<file path="src/rtl/entry_match_pkg.sv">
// Package: default widths and the per-position compare mode shared by
// the entry matcher and its submodules.
package entry_match_pkg;
    localparam int DEF_KEY_W  = 16;
    localparam int DEF_RNG_W  = 8;
    localparam int DEF_DATA_W = 8;

    typedef enum logic {
        POS_BINARY  = 1'b0,
        POS_TERNARY = 1'b1
    } pos_mode_e;
endpackage

</file>
<file path="src/rtl/em_bit_cell.sv">
// em_bit_cell: decides one key position.
// An unselected position always hits. A ternary position with its stored
// mask bit set always hits. Otherwise the stored value bit must equal the
// key bit. Assumes all inputs are settled, single-bit values.
module em_bit_cell
    import entry_match_pkg::*;
(
    input  logic      sel_i,
    input  pos_mode_e mode_i,
    input  logic      mask_i,
    input  logic      val_i,
    input  logic      key_i,
    output logic      hit_o
);
    // Per-position hit decision.
    always_comb begin
        if (!sel_i)
            hit_o = 1'b1;
        else if (mode_i == POS_TERNARY && mask_i)
            hit_o = 1'b1;
        else
            hit_o = (val_i == key_i);
    end
endmodule

</file>
<file path="src/rtl/em_key_part.sv">
// em_key_part: bitwise compare of the key bits against the stored value.
// It builds one em_bit_cell per position and ANDs their results.
// Assumes all vectors are KEY_W wide.
module em_key_part
    import entry_match_pkg::*;
#(
    parameter int KEY_W = DEF_KEY_W
) (
    input  logic [KEY_W-1:0] sel_i,
    input  logic [KEY_W-1:0] tern_i,
    input  logic [KEY_W-1:0] mask_i,
    input  logic [KEY_W-1:0] val_i,
    input  logic [KEY_W-1:0] key_i,
    output logic             hit_o
);
    logic [KEY_W-1:0] pos_hit;

    for (genvar g = 0; g < KEY_W; g++) begin : g_pos
        em_bit_cell u_cell (
            .sel_i  (sel_i[g]),
            .mode_i (pos_mode_e'(tern_i[g])),
            .mask_i (mask_i[g]),
            .val_i  (val_i[g]),
            .key_i  (key_i[g]),
            .hit_o  (pos_hit[g])
        );
    end

    // All positions must hit.
    always_comb hit_o = &pos_hit;
endmodule

</file>
<file path="src/rtl/em_range_part.sv">
// em_range_part: unsigned inclusive bounds check on one key field.
// When the enable is low the check always passes.
// Assumes lower/upper are stored unsigned; lower > upper never passes.
module em_range_part
    import entry_match_pkg::*;
#(
    parameter int RNG_W = DEF_RNG_W
) (
    input  logic             en_i,
    input  logic [RNG_W-1:0] lo_i,
    input  logic [RNG_W-1:0] hi_i,
    input  logic [RNG_W-1:0] fld_i,
    output logic             ok_o
);
    // Bounds decision.
    always_comb ok_o = !en_i || ((fld_i >= lo_i) && (fld_i <= hi_i));
endmodule

</file>
<file path="src/rtl/entry_matcher.sv">
// entry_matcher: one entry slot of a search row.
// It unpacks the raw record, runs the bitwise and bounds checks, qualifies
// the result with the valid bit and gates the payload onto the output.
// OUT_REG selects a registered output (1) or a purely combinational one (0).
// Assumes the record layout, from the LSB upward: value, mask, lower,
// upper, payload, valid.
module entry_matcher
    import entry_match_pkg::*;
#(
    parameter int KEY_W   = DEF_KEY_W,
    parameter int RNG_W   = DEF_RNG_W,
    parameter int DATA_W  = DEF_DATA_W,
    parameter bit OUT_REG = 1'b1,
    localparam int SK_W   = KEY_W + RNG_W,
    localparam int REC_W  = 2*KEY_W + 2*RNG_W + DATA_W + 1
) (
    input  logic              clk,
    input  logic              rst_n,
    input  logic [SK_W-1:0]   srch_key,
    input  logic [REC_W-1:0]  rec,
    input  logic [KEY_W-1:0]  cfg_sel,
    input  logic [KEY_W-1:0]  cfg_tern,
    input  logic              cfg_rng_en,
    output logic              hit_o,
    output logic [DATA_W-1:0] data_o
);
    localparam int OFS_MASK = KEY_W;
    localparam int OFS_LO   = 2*KEY_W;
    localparam int OFS_HI   = OFS_LO + RNG_W;
    localparam int OFS_DATA = OFS_HI + RNG_W;
    localparam int OFS_VLD  = OFS_DATA + DATA_W;

    logic [KEY_W-1:0]  f_val, f_mask;
    logic [RNG_W-1:0]  f_lo, f_hi;
    logic [DATA_W-1:0] f_data;
    logic              f_vld;
    logic              key_hit, rng_ok, hit_c;
    logic [DATA_W-1:0] data_c;

    // Split the raw record into its fields.
    always_comb begin
        f_val  = rec[KEY_W-1:0];
        f_mask = rec[OFS_MASK +: KEY_W];
        f_lo   = rec[OFS_LO +: RNG_W];
        f_hi   = rec[OFS_HI +: RNG_W];
        f_data = rec[OFS_DATA +: DATA_W];
        f_vld  = rec[OFS_VLD];
    end

    em_key_part #(.KEY_W(KEY_W)) u_key (
        .sel_i  (cfg_sel),
        .tern_i (cfg_tern),
        .mask_i (f_mask),
        .val_i  (f_val),
        .key_i  (srch_key[KEY_W-1:0]),
        .hit_o  (key_hit)
    );

    em_range_part #(.RNG_W(RNG_W)) u_rng (
        .en_i  (cfg_rng_en),
        .lo_i  (f_lo),
        .hi_i  (f_hi),
        .fld_i (srch_key[KEY_W +: RNG_W]),
        .ok_o  (rng_ok)
    );

    // Combine the partial results and gate the payload.
    always_comb begin
        hit_c  = f_vld && key_hit && rng_ok;
        data_c = hit_c ? f_data : '0;
    end

    if (OUT_REG) begin : g_reg
        // Output stage with synchronous active-low clear.
        always_ff @(posedge clk) begin
            if (!rst_n) begin
                hit_o  <= 1'b0;
                data_o <= '0;
            end else begin
                hit_o  <= hit_c;
                data_o <= data_c;
            end
        end
    end else begin : g_comb
        // Direct combinational outputs.
        always_comb begin
            hit_o  = hit_c;
            data_o = data_c;
        end
    end
endmodule

</file>
<file path="config.mk">
export PLATFORM = sky130hd
export DESIGN_NAME = entry_matcher
export DESIGN_NICKNAME = d
export VERILOG_FILES = /design/src/rtl/entry_match_pkg.sv /design/src/rtl/em_bit_cell.sv /design/src/rtl/em_key_part.sv /design/src/rtl/em_range_part.sv /design/src/rtl/entry_matcher.sv
export SDC_FILE = /design/constraint.sdc
export NUM_CORES = 1
export LEC_CHECK = 0
export BUFFER_PORTS_ARGS = -buffer_cell sky130_fd_sc_hd__buf_2
export CAP_MARGIN = 0
export CORE_MARGIN = 2
export CORE_UTILIZATION = 35
export CTS_CLUSTER_SIZE = 10
export DETAILED_ROUTE_END_ITERATION = 8
export PLACE_DENSITY_LB_ADDON = 0.3
export SLEW_MARGIN = 20
export SYNTH_ARGS = -nofsm -noshare
export SYNTH_HDL_FRONTEND = slang
export SYNTH_SLANG_ARGS = --single-unit
</file>
<file path="constraint.sdc">
create_clock -name clk -period 4.5 [get_ports clk]
set_clock_uncertainty 0.2 [all_clocks]
set_input_delay 0.225 -clock clk [delete_from_list [all_inputs] [get_ports clk]]
set_output_delay 0.225 -clock clk [all_outputs]
set_load 0.1 [all_outputs]
</file>
==> impl_metrics.py <==
metrics = {
    "sta": {
        "worst_pin_slew_ps": 1020,
        "slew_violations": 0,
        "period_share_pct": 44.5,
        "max_slew_margin_pct": 31.8,
        "fin_hold_ws_ps": 45.3,
        "fmax_ghz": 0.499,
        "hold_violations": 0,
        "min_period_ps": 2000,
        "tns_ps": 0,
        "setup_violations": 0,
        "rsz0062_at_grt": "false",
        "worst_slack_ps": 2500,
    },
    "pwr": {
        "p_per_area_nw_per_um2": 151,
        "leakage_nw": 0.998,
        "finalPower_uw": 257,
        "peakVddDrop_v": 0.000200,
    },
    "cts": {
        "cts_root_buf": "clkbuf_4",
        "post-cts-setup-buffer-count": 0,
        "clockBufferDepth": 2,
        "path_clk_slew_ps": 60,
        "cts_made_buffers": 3,
        "htreeDepth": 1,
        "postCtsHoldBufs": 0,
        "cts.sinks": 9,
        "cts_resized": 0,
        "cts_tree": "done",
    },
    "setup_path": {
        "critPathRequiredTime_ps": 4400,
        "crit_path_end_kind": "flop",
        "cp_cell_sequence": "buf_2, ha_1, nor2b_1, o211ai_1, a21o_1, a21oi_1, nor3_1",
        "worst_path_largest_cell_delay_ps": 780,
        "worstSetupPathType": "primary input to flop",
        "critPathTopFamily": "compound AO/OA/AOI/OAI gates",
        "cp.arrival_ps": 1900,
        "cpMaxStageDelayCell": "a21oi_1",
        "crit_path_max_fanout": 9,
        "setup.worst_path.start_class": "primary input",
        "path_buf_inv": 1,
    },
    "layout": {
        "final_common_cell": "buf_2",
        "layout_common_cells": "buf_2 (124), nand2_1 (16), ha_1 (16)",
        "n_antenna_cell": 0,
        "final_util_pct": 61.2,
        "layoutNonFillerInstCount": 282,
        "fin_area_um2": 1700,
        "area_growth_pct": 65.0,
        "final_nets": 384,
        "drive_gt1_share_pct": 54.2,
    },
    "synth": {
        "synthCells": 125,
        "syn_area_per_cell_um2": 8.26,
        "synth_edf_count": 0,
        "synth.distinct_cells": 25,
        "synth_top_flop_cell": "dfxtp_1",
        "ys_seq_area_share_pct": 17.5,
        "synth-seq-cells": 9,
        "ys_top_cells_by_area": "ha_1 (19%), dfxtp_1 (17%), xor2_1 (12%)",
        "netlist_area_um2": 1030,
        "async_flop_share_pct": 0,
        "synth.top_cell.area_share_pct": 19.4,
        "yosys_warnings": 0,
        "synth.net_count": 257,
        "yosys.area.top_type": "ha_1",
    },
    "global_route": {
        "grt_max_degree": 10,
        "grt_pass1_wl_um": 4540,
        "antenna_found_initial": 0,
        "track_usage_pct": 16.6,
        "grt_overflow_total": 0,
        "grt_pass1_vias": 1222,
    },
    "placed_design": {
        "dp_cells": 278,
        "io_buffers": 124,
        "routabilityCongestion": 0.751,
        "dp_hpwl_um": 2790,
        "placed_cell_area_um2": 1680,
        "preCtsSetupSlack_ps": 2210,
    },
    "detailed_routing": {
        "drt_first_iter_violations": 15,
        "ant_nets": 0,
        "remaining_drc_errors": 0,
        "wl_per_cell_um": 10.6,
        "num_vias": 1319,
        "detail_route.wirelength_um": 2980,
        "vias_per_cell": 4.68,
        "first_pass_iters": 6,
    },
    "floorplanning": {
        "ios": 125,
        "row_count": 19,
        "coreArea_um2": 2780,
        "fp.dieH_um": 58.3,
        "dieArea_um2": 3400,
        "die_w_um": 58.3,
        "initial_utilization_pct": 37.1,
    },
    "flow_run": {
        "maxCapViolCount": 0,
    },
    "outcome": {
        "status": "finished clean",
    },
    "worst_hold_path": {
        "hold_class": "primary input to flop",
    },
}
[kinds of logic after synthesis]
kind of cell	after synthesis	synth area share, %
DFF	9	17.5
adders and majority gates	16	19.4
and+or+nand+nor	48	31.0
AOI/OAI and AO/OA	19	11.6
buffers and inverters	17	6.91
xor gates and xnor gates	16	13.6
[where the power goes]
part           switching (mW)  internal (mW)  leakage [nW]
registers           0.0000860         0.0801        0.0725
logic                  0.0515         0.0645         0.911
clock network          0.0272         0.0341        0.0150
[cells in the mapped netlist (7+ instances only)]
master / instances
dfxtp_1: 9
inv_1: 15
nand3_1: 11
nand4_1: 7
nor4b_2: 8
xor2_1: 14
a21oi_1: 9
nand2_1: 16
ha_1: 16
[per-layer routing]
layer | up-vias | routed length [um] | global-route usage [%]
li1 | 699 | - | -
met1 | 550 | 1080 | 17.8
met2 | 68 | 1580 | 34.2
met3 | 2 | 304 | 1.32
met4 | 0 | 10 | 3.99
met5 | - | 0 | 0
[flip-flops by register name (all words and copies together) (netlist names)]
signal / cells
data_o: 8
hit_o: 1
[layout make-up]
cell class | count | area [um2]
clock buffers | 4 | 26.3
inverters | 15 | 56.3
repair buffers | 124 | 621
well taps | 31 | 38.8
fillers | 269 | 1080
multi-input cells | 99 | 781
flip-flops and latches | 9 | 180
[path summary, 6_finish.rpt]
check | startpoint | end | cells past startpoint | slack (ps)
max | srch_key[17] | hit_o$_SDFF_PN0_ | 7 | 2500
min | rec[54] | data_o[6]$_SDFF_PN0_ | 2 | 50
Note: power is estimated with default switching activity, not from simulation.
